==> config.mk <==
export PLATFORM = sky130hd
export DESIGN_NAME = serial_eeprom_slave
export DESIGN_NICKNAME = d
export VERILOG_FILES = /design/src/rtl/seep_pkg.sv /design/src/rtl/seep_event_decode.sv /design/src/rtl/seep_preset_rom.sv /design/src/rtl/serial_eeprom_slave.sv
export SDC_FILE = /design/constraint.sdc
export NUM_CORES = 1
export LEC_CHECK = 0
export CORE_ASPECT_RATIO = 0.7
export CORE_MARGIN = 4
export CORE_UTILIZATION = 33
export CTS_BUF_LIST = sky130_fd_sc_hd__clkbuf_2 sky130_fd_sc_hd__clkbuf_4 sky130_fd_sc_hd__clkbuf_8
export DETAILED_ROUTE_END_ITERATION = 10
export PLACE_DENSITY = 0.57
export SYNTH_ARGS = -nofsm -noshare
export SYNTH_HDL_FRONTEND = slang
export SYNTH_HIERARCHICAL = 1
export SYNTH_SLANG_ARGS = --single-unit
==> constraint.sdc <==
create_clock -name clk -period 3.3 [get_ports clk]
set_clock_uncertainty 0.15 [all_clocks]
set_input_delay 0.66 -clock clk [delete_from_list [all_inputs] [get_ports clk]]
set_output_delay 0.66 -clock clk [all_outputs]
set_load 0.02 [all_outputs]
==> src/rtl/seep_pkg.sv <==
package seep_pkg;

    parameter int BYTE_W = 8;

    typedef enum logic [2:0] {
        EV_NONE,
        EV_START,
        EV_STOP,
        EV_RISE_BIT,
        EV_RISE_SKEW
    } bus_ev_e;

    typedef struct packed {
        logic scl;
        logic sda;
    } bus_lvl_t;

    // Fixed preset image; every index not listed reads as zero.
    function automatic logic [BYTE_W-1:0] preset_byte(input logic [15:0] idx);
        logic [BYTE_W-1:0] v;
        case (idx)
            16'h0000: v = 8'h80;
            16'h0001: v = 8'h08;
            16'h0002: v = 8'h04;
            16'h0003: v = 8'h0D;
            16'h0004: v = 8'h0A;
            16'h0005: v = 8'h01;
            16'h0006: v = 8'h40;
            16'h0008: v = 8'h01;
            16'h0009: v = 8'h75;
            16'h000A: v = 8'h54;
            16'h000C: v = 8'h82;
            16'h000D: v = 8'h08;
            16'h000F: v = 8'h01;
            16'h0010: v = 8'h8F;
            16'h0011: v = 8'h04;
            16'h0012: v = 8'h02;
            16'h0013: v = 8'h01;
            16'h0014: v = 8'h01;
            16'h0016: v = 8'h0E;
            16'h001B: v = 8'h14;
            16'h001C: v = 8'h0F;
            16'h001D: v = 8'h14;
            16'h001E: v = 8'h2D;
            16'h001F: v = 8'h40;
            16'h0020: v = 8'h15;
            16'h0021: v = 8'h08;
            16'h0022: v = 8'h15;
            16'h0023: v = 8'h08;
            16'h003E: v = 8'h12;
            16'h003F: v = 8'hD0;
            16'h007E: v = 8'h64;
            16'h007F: v = 8'hF4;
            default:  v = '0;
        endcase
        return v;
    endfunction

endpackage

==> src/rtl/seep_event_decode.sv <==
module seep_event_decode
    import seep_pkg::*;
(
    input  bus_lvl_t prev,
    input  bus_lvl_t cur,
    output bus_ev_e  ev
);

    logic both_high;
    logic rising;

    assign both_high = prev.scl & cur.scl;
    assign rising    = ~prev.scl & cur.scl;

    always_comb begin
        ev = EV_NONE;
        if (both_high && (prev.sda != cur.sda)) begin
            ev = cur.sda ? EV_STOP : EV_START;
        end else if (rising) begin
            ev = (prev.sda == cur.sda) ? EV_RISE_BIT : EV_RISE_SKEW;
        end
    end

endmodule

==> src/rtl/seep_preset_rom.sv <==
module seep_preset_rom
    import seep_pkg::*;
#(
    parameter int ADDR_W = 8
) (
    input  logic [ADDR_W-1:0] addr,
    output logic [BYTE_W-1:0] rd_data
);

    always_comb begin
        rd_data = preset_byte(16'(addr));
    end

endmodule

==> src/rtl/serial_eeprom_slave.sv <==
module serial_eeprom_slave
    import seep_pkg::*;
#(
    parameter int ADDR_W = 8,
    parameter int CMD_W  = 8
) (
    input  logic clk,
    input  logic rst,
    input  logic upd_valid,
    input  logic scl_in,
    input  logic sda_in,
    output logic sda_out
);

    localparam int DATA_W  = BYTE_W;
    localparam int CMD_END = CMD_W + 1;
    localparam int ADR_END = CMD_END + ADDR_W;
    localparam int TICK_W  = $clog2(ADR_END + 1);

    typedef struct packed {
        logic [TICK_W-1:0] tick;
        logic [CMD_W-1:0]  cmd;
        logic [ADDR_W-1:0] addr;
        logic [DATA_W-1:0] data;
        logic              ack;
        bus_lvl_t          lvl;
    } slave_st_t;

    slave_st_t st, nx;
    bus_lvl_t  cur;
    bus_ev_e   ev;
    logic [ADDR_W-1:0] addr_shift;
    logic [DATA_W-1:0] rom_q;
    logic idle;
    logic rise;

    assign cur.scl = scl_in;
    assign cur.sda = sda_in;

    seep_event_decode u_decode (
        .prev (st.lvl),
        .cur  (cur),
        .ev   (ev)
    );

    assign addr_shift = {st.addr[ADDR_W-2:0], sda_in};

    seep_preset_rom #(.ADDR_W(ADDR_W)) u_rom (
        .addr    (addr_shift),
        .rd_data (rom_q)
    );

    assign idle = (st.tick == '0) && !st.ack;
    assign rise = (ev == EV_RISE_BIT) || (ev == EV_RISE_SKEW);

    always_comb begin
        nx = st;
        if (upd_valid) begin
            nx.lvl = cur;
            if (ev == EV_START) begin
                nx.tick = TICK_W'(1);
                nx.cmd  = '0;
            end else if (ev == EV_STOP || idle) begin
                nx.tick = st.tick;
            end else if (rise) begin
                if (st.ack) begin
                    nx.lvl.sda = 1'b0;
                    nx.ack     = 1'b0;
                end else if (ev == EV_RISE_BIT) begin
                    if (st.tick < TICK_W'(CMD_END)) begin
                        nx.cmd  = {st.cmd[CMD_W-2:0], sda_in};
                        nx.tick = st.tick + TICK_W'(1);
                        if (st.tick == TICK_W'(CMD_END - 1)) begin
                            nx.ack = 1'b1;
                        end
                    end else if (st.tick < TICK_W'(ADR_END)) begin
                        if (st.cmd[0]) begin
                            nx.lvl.sda = st.data[DATA_W-1];
                        end
                        nx.addr = addr_shift;
                        nx.data = {st.data[DATA_W-2:0], 1'b0};
                        if (st.tick == TICK_W'(ADR_END - 1)) begin
                            nx.data = rom_q;
                            nx.ack  = 1'b1;
                            nx.tick = '0;
                        end else begin
                            nx.tick = st.tick + TICK_W'(1);
                        end
                    end else begin
                        nx.lvl.sda = 1'b0;
                    end
                end
            end
        end
    end

    always_ff @(posedge clk) begin
        if (rst) begin
            st.tick    <= '0;
            st.cmd     <= '0;
            st.addr    <= '0;
            st.data    <= '0;
            st.ack     <= 1'b0;
            st.lvl.scl <= 1'b1;
            st.lvl.sda <= 1'b1;
        end else begin
            st <= nx;
        end
    end

    assign sda_out = st.lvl.sda;

    // nothing moves without an update strobe
    a_r2_hold: assert property (@(posedge clk) disable iff (rst)
        !upd_valid |=> $stable(st));

    // start condition restarts command reception
    a_r3_start: assert property (@(posedge clk) disable iff (rst)
        (upd_valid && ev == EV_START) |=> (st.tick == TICK_W'(1) && st.cmd == '0));

    // idle slave ignores all but a start
    a_r4_idle: assert property (@(posedge clk) disable iff (rst)
        (upd_valid && st.tick == '0 && !st.ack && ev != EV_START)
        |=> (st.tick == '0 && !st.ack));

    // pending acknowledge pulls the line low and is consumed
    a_r6_ack_low: assert property (@(posedge clk) disable iff (rst)
        (upd_valid && st.ack && rise) |=> (!sda_out && !st.ack));

    // read command presents the latched data MSB
    a_r7_read_bit: assert property (@(posedge clk) disable iff (rst)
        (upd_valid && ev == EV_RISE_BIT && !st.ack && st.cmd[0]
         && st.tick >= TICK_W'(CMD_END) && st.tick < TICK_W'(ADR_END))
        |=> (sda_out == $past(st.data[DATA_W-1])));

    // last address bit returns the counter to idle with ack pending
    a_r8_wrap: assert property (@(posedge clk) disable iff (rst)
        (upd_valid && ev == EV_RISE_BIT && !st.ack && st.tick == TICK_W'(ADR_END - 1))
        |=> (st.tick == '0 && st.ack));

    // non-rising updates store the host level as presented
    a_r10_follow: assert property (@(posedge clk) disable iff (rst)
        (upd_valid && !rise) |=> (sda_out == $past(sda_in)));

endmodule

Yosys cells after proc, flatten, opt, wreduce, memory -nomap -nowiden
Memory sizes are Yosys's and may differ from the RTL's. Index checks and enable logic that the tools add are counted. W data, S select, Z words.

Add/sub/neg operators: 1. Multipliers: 0. Divide/modulo/power cells: 0. $lt $le $gt $ge: 2. Eq/ne operators: 11. Shift-type cells: 0. Mux-type cells: 36. Bitwise logic cells: 7. Reductions and logical operators: 14.

Operators with widths (number): $mux W17 (8); $mux W30 (2); $mux W29 (1); $mux W25 (1); $mux W5 (4); $mux W16 (1); $mux W8 (2); $mux W13 (1); $reduce_and A6 Y1 (2); $mux W1 (11); $mux W3 (3); $mux W9 (1); $ne A8 B6 Y1 const B (1); $reduce_and A8 Y1 (1); $eq A3 B2 Y1 const B (2); $reduce_bool A2 Y1 (3); $add A5 B1 Y5 const B (1); $eq A5 B4 Y1 const B (1); $eq A5 B5 Y1 const B (1); $logic_not A5 Y1 (1); $lt A5 B4 Y1 const B (1); $lt A5 B5 Y1 const B (1); $not A1 Y1 (5); $reduce_and A4 Y1 (1); other kinds (12) (15).

Register bits: 31. Latch bits: 0. Bits in writable memories: 0. Bits in read-only memories: 1024. Bits of input ports: 5. Output and inout bits: 1. Logic and storage cells: 79. Memories: 1.

Memories: (no name shown) (words 128, width 8, read ports 1, clocked after memory_dff 0, write ports 0, line seep_pkg.sv:21) `case (idx)`.

Logic depth before layout (Yosys ltp)
Depth after elaboration: 17. Gate-level depth with buffers: 9. Depth with buffers taken out: 9.

By module
Netlist, hierarchy kept.

Modules (own cells, without submodules): serial_eeprom_slave (times used 1, cells each 162, area an instance 1382.6 um2, seq. area each 480.5 um2); seep_preset_rom (times used 1, cells each 80, area an instance 544.3 um2, seq. area each 0.0 um2); seep_event_decode (times used 1, cells each 9, area an instance 67.6 um2, seq. area each 0.0 um2).

Worst setup path before layout
OpenSTA, ideal clock, no wires.

Kind: input-to-reg. Start: in scl_in. End: reg st[4] (netlist name). Setup time: 0.132 ns. Arrival: 2.312 ns. Required time: 3.018 ns. Setup slack: 0.705 ns. Stages: 8. Buffers on the path: 2. Cells stage by stage: nor2b_1 o2bb2ai_1 nand4bb_1 clkbuf_1 or4_1 clkbuf_1 o21ai_1 a21oi_1.

Cells in the longest elaborated chain, start to end: 7. Elaborated cells on any way between the ends: 15. Those cells by class: eq/ne: 5; mux: 2; bitwise: 4; reduce/logical: 4.

Ends and longest elaborated chain: start: declaration (line serial_eeprom_slave.sv:10) `input logic scl_in,`; $and A1 B1 Y1, on equally long branches (line seep_event_decode.sv:13, seep_event_decode.sv:12); $mux W3 or $logic_and A1 B1 Y1 (tied branches) (line seep_event_decode.sv:19, seep_event_decode.sv:17); $mux W3 (*) (line seep_event_decode.sv:17) `if (both_high && (prev.sda != cur.sda)) begin`; named net ev[0] (line serial_eeprom_slave.sv:31) `bus_ev_e ev;`; $eq A3 B2 Y1, or another cell as far along (line serial_eeprom_slave.sv:54, serial_eeprom_slave.sv:69); $logic_or A1 B1 Y1, on equally long branches (line serial_eeprom_slave.sv:54, serial_eeprom_slave.sv:63); $ne A8 B6 Y1 (no line) or $not A1 Y1 (tied branches); $reduce_and A8 Y1 (no line) (*); end signal: assignment (line serial_eeprom_slave.sv:107) `st <= nx;`; end: declaration (line serial_eeprom_slave.sv:29) `slave_st_t st, nx;`.

Mark *: on every way through the listed nets, which the timed path passes. The rest lies on a longest branch. A chain may end at the register's enable or synchronous reset.

Final worst setup path
Start: in sda_in. End: reg st[5] (netlist name).

Cells in the longest elaborated chain, start to end: 11. Elaborated cells on any way between the ends: 28. Those cells by class: eq/ne: 7; mux: 14; bitwise: 2; reduce/logical: 4; memory: 1.

Ends and longest elaborated chain: start: declaration (line serial_eeprom_slave.sv:11) `input logic sda_in,`; $mem_v2 Z128 W8; $mux W8 (line seep_pkg.sv:21); named net rom_q[2] (line serial_eeprom_slave.sv:33) `logic [DATA_W-1:0] rom_q;`; $mux W9 (line serial_eeprom_slave.sv:82) `if (st.tick == TICK_W'(ADR_END - 1)) begin`; $mux W17 (line serial_eeprom_slave.sv:76) `end else if (st.tick < TICK_W'(ADR_END)) begin`; $mux W17 (line serial_eeprom_slave.sv:70) `if (st.tick < TICK_W'(CMD_END)) begin`; $mux W17 (line serial_eeprom_slave.sv:69) `end else if (ev == EV_RISE_BIT) begin`; $mux W17 (line serial_eeprom_slave.sv:66) `if (st.ack) begin`; $mux W17 (line serial_eeprom_slave.sv:65) `end else if (rise) begin`; $mux W17 (line serial_eeprom_slave.sv:63) `end else if (ev == EV_STOP || idle) begin`; $mux W17 (line serial_eeprom_slave.sv:60) `if (ev == EV_START) begin`; $mux W17 (line serial_eeprom_slave.sv:58) `if (upd_valid) begin`.

The timed path passes the listed nets, and every way through them passes these cells. The select of a mux whose other input is x is not followed.

==> results.txt <==
----------------------------------------------------
[Run status]
  Outcome ... finished, final reports clean

[Synth]
  Count of distinct cell types in the synthesized netlist ... 57
  Avg Cell Area, Syn ... between 7 and 8 sq um
  Post-synthesis instance area ... 0.00199 sq mm
  Synth Register Bits ... 24
  Sequential-to-total area share from yosys stat ... 24.1%
  Post-synth EDFFs ... 0
  Mapped Cells ... 251
  Count of synthesis-stage warnings from yosys ... 6
  Async set-or-reset flop fraction in the synthesized netlist ... 0%
  Synth Net Count ... approximately 260
  Main synth FF type ... sky130_fd_sc_hd__dfxtp_1

[Critical path]
  Cell family contributing the most delay on the critical path ... buffers and inverters
  Startpoint type of the worst setup path ... primary input
  Worst-path cell with the longest stage delay ... sky130_fd_sc_hd__clkdlybuf4s50_1
  Worst Reg-to-Reg Cells ... 9
  Buffering stage count on the worst path with inverters included ... 2
  Critical path start-end classification ... primary input to flip-flop
  Arrival time reported for the critical path endpoint ... about 2.9 ns
  Worst setup EP type ... flip-flop
  Flop-to-flop setup slack ... 0.84 ns
  Critical Path RT ... roughly 3.3 ns
  Reg2Reg Capture Point ... st[5]
  Cell-by-cell listing of the critical path ... clkdlybuf4s50_1 > inv_1 > ha_1 > mux2i_1 > nor3_1 > o41a_1 > o21a_1 > mux2_1 > nand3_1 > a21oi_1
  Largest stage delay, worst path ... between 0.5 and 0.6 ns
  Startpoint of the most critical register-to-register path ... addr_shift[1]
  Maximum fanout along the worst path ... 5

[Timing]
  Max-slew violations ... 0
  Unrepaired setup endpoints after global routing ... no
  Final setup violating endpoints ... 0
  Worst Max-Slew Pin Slew ... 0.768 ns
  Share of the clock period used by the worst path after layout ... 86.9%
  Final critical-path required period ... ~2.9 ns
  Total negative slack for setup checks ... 0 ns
  Highest attainable clock frequency ... 0.349 GHz
  Endpoints failing hold ... 0
  Worst slew margin ... between 40% and 50%

[CTS]
  Clock Tree Buf Depth ... 2
  Register clock-pin slew on the reported worst setup and hold paths ... around 0.090 ns
  Clock tree root driver cell ... sky130_fd_sc_hd__clkbuf_8
  Post-cts repair resize count ... 0
  H-tree levels ... 1
  Hold-fix buffer count after cts ... 0
  Worst-skew pair later-pin latency ... between 0.2 and 0.3 ns
  Num CTS Buffers ... 3
  Sinks on the clock net ... 24
  TritonCTS clock tree ... yes
  Buffer count from post-CTS setup fixing ... 0

[GRT]
  Grt met2 use ... around 20%
  Number of global-route vias before repair ... 1696
  Maximum number of pins on one net before global-route repair ... 23
  Global routing met1 resource utilization ... a little under a quarter
  Wire length of the first global-routing pass ... between 8000 and 9000 um
  Met3 track utilization from global routing ... under 10%
  Total routing usage reported by global routing ... approximately 14%
  Initial antenna violation count ... 0
  Total grt overflow ... 0
  Top Usage Layer GRT ... met1

[Die]
  Boundary Pins ... 6
  Die Height ... around 73 um
  Row count ... 23
  Initial core utilization ... roughly a third
  DIE AREA ... 0.00737 sq mm
  Core area ... around 0.0058 sq mm
  X dimension of the die ... a little over 100 um

[Cells and area]
  Layout cells sized above 1 ... about 11%
  Layout Nets ... approximately 270
  Antenna diode count ... 0
  Commonest cells after routing, fill and taps aside ... sky130_fd_sc_hd__a21oi_1, sky130_fd_sc_hd__dfxtp_1, sky130_fd_sc_hd__nand3_1
  Final Cell Area ... ~0.0022 sq mm
  Commonest non-fill, non-tap cell in the layout ... sky130_fd_sc_hd__a21oi_1
  Area growth syn-to-layout ... 9.47%

[Power]
  Leakage power total ... approximately 0.00077 uW
  Final Power ... 579 uW
  Worst VDD drop ... about 170 uV
  Power per standard cell area ... around 270 mW/mm^2

[Placed design]
  Post-place instance area ... 0.00213 sq mm
  Number of buffer cells added on primary ports ... 5
  Post-DP HPWL ... ~3600 um
  Final weighted congestion in routability-driven placement ... 0.890

[Hold path]
  Start point of the worst min-delay path ... st[6]
  Worst hold path depth ... 2
  Worst Hold Endpoint ... st[6]
  Type of the tightest min-delay check ... flip-flop to flip-flop

[Detailed routing]
  Antenna Nets Post-Route ... 0
  Total DRC errors in the routed layout ... 0
  Average wire length per cell after detail routing ... roughly 15 um
  Number of search-and-repair iterations in the first detailed-routing pass ... 4
  Drt via density ... 5.65
  Detailed-route wire length ... slightly below 5000 um
  Via count ... 1854
  Number of DRC markers in iteration 0 ... 180

[Job]
  Maximum Capacitance Violations ... 0

----------------------------------------------------
==> how the worst max path moves through the flow <==
stage,startpoint,slack (ns),cells after the start,endpoint
2_1_floorplan,scl_in,0.71,8,st[4]
3_3_place_gp,sda_in,0.15,10,st[7]
3_5_place_dp,sda_in,0.15,10,st[5]
4_1_cts,sda_in,0.43,10,st[5]
5_1_grt,sda_in,0.29,10,st[5]
6_report,sda_in,0.43,10,st[5]
==> kinds of logic (layout without fill, tap and decap cells) <==
kind of cell | after synthesis | after routing | synth area share [%]
AND/OR/NAND/NOR | 90 | 90 | 27.1
AO/OA/AOI/OAI | 81 | 81 | 28.4
buffers and inverters | 35 | 37 | 8.72
flip-flops | 24 | 24 | 24.1
multiplexers | 11 | 11 | 6.02
adder cells (fa/ha/maj) | 7 | 7 | 4.39
XOR/XNOR | 3 | 3 | 1.32
==> cell usage after synthesis, types with 4 or more instances <==
cell | count | area, sq um
sky130_fd_sc_hd__a21oi_1 | 25 | 125
sky130_fd_sc_hd__dfxtp_1 | 24 | 480
sky130_fd_sc_hd__nand3_1 | 17 | 85.1
sky130_fd_sc_hd__inv_1 | 14 | 52.6
sky130_fd_sc_hd__o21ai_1 | 14 | 70.1
sky130_fd_sc_hd__nor2_1 | 12 | 45.0
sky130_fd_sc_hd__clkbuf_1 | 11 | 41.3
sky130_fd_sc_hd__nand2_1 | 10 | 37.5
sky130_fd_sc_hd__o21ai_0 | 9 | 45.0
sky130_fd_sc_hd__nor2b_1 | 8 | 50.1
sky130_fd_sc_hd__ha_1 | 7 | 87.6
sky130_fd_sc_hd__nor3_1 | 7 | 35.0
sky130_fd_sc_hd__mux2_1 | 5 | 56.3
sky130_fd_sc_hd__a21boi_0 | 4 | 30.0
sky130_fd_sc_hd__buf_2 | 4 | 20.0
sky130_fd_sc_hd__buf_6 | 4 | 45.0
sky130_fd_sc_hd__nand2b_1 | 4 | 25.0
sky130_fd_sc_hd__or4_1 | 4 | 30.0
==> sequential cells by signal (all words and copies together) (netlist names) <==
register	flops
st	16
addr_shift	7
sda_out	1
==> stage by stage <==
| step | worst slack, ns | instances | hold slack [ns] | utilization (%) |
|---|---|---|---|---|
| final | 0.434 | 328 | 0.334 | 37.7 |
| after global routing | 0.288 | 328 | 0.346 | 37.7 |
| after CTS | 0.431 | 328 | 0.334 | 37.7 |
| after detailed placement | 0.147 | 324 | 0.321 | 36.8 |
| after global placement | 0.149 | 324 | 0.314 | 36.8 |
| after floorplan | 0.705 | 251 | 0.296 | - |
==> routing by layer <==
metal	share of wire, %	wire [um]
met3	4.6	226
met4	0.55	27
met2	41	2020
met5	0	0
met1	54	2680
==> layout make-up <==
type,count,area [sq um]
clock buffer,4,55.1
inverter,14,52.6
tap,75,93.8
multi-input combinational,192,1350
sequential,24,480
timing repair buffer,19,155
fill,592,3600
==> worst register-to-register path, delay by kind of cell, from the launching register on <==
kind	cells	cell delay, ns
AND/OR/NAND/NOR	2	0.14
flip-flops	1	0.55
adder cells (fa/ha/maj)	1	0.32
multiplexers	2	0.42
buffers and inverters	1	0.12
AO/OA/AOI/OAI	3	0.66
==> power breakdown <==
part           internal (uW)  switching, uW  leakage [uW]  total [uW]
Combinational           37.9           42.1      0.000543        80.0
Sequential               292           6.39      0.000194         299
Clock                    106           93.9     0.0000288         200
Total                    437            142      0.000765         579
Note: power is estimated with default switching activity, not from simulation.
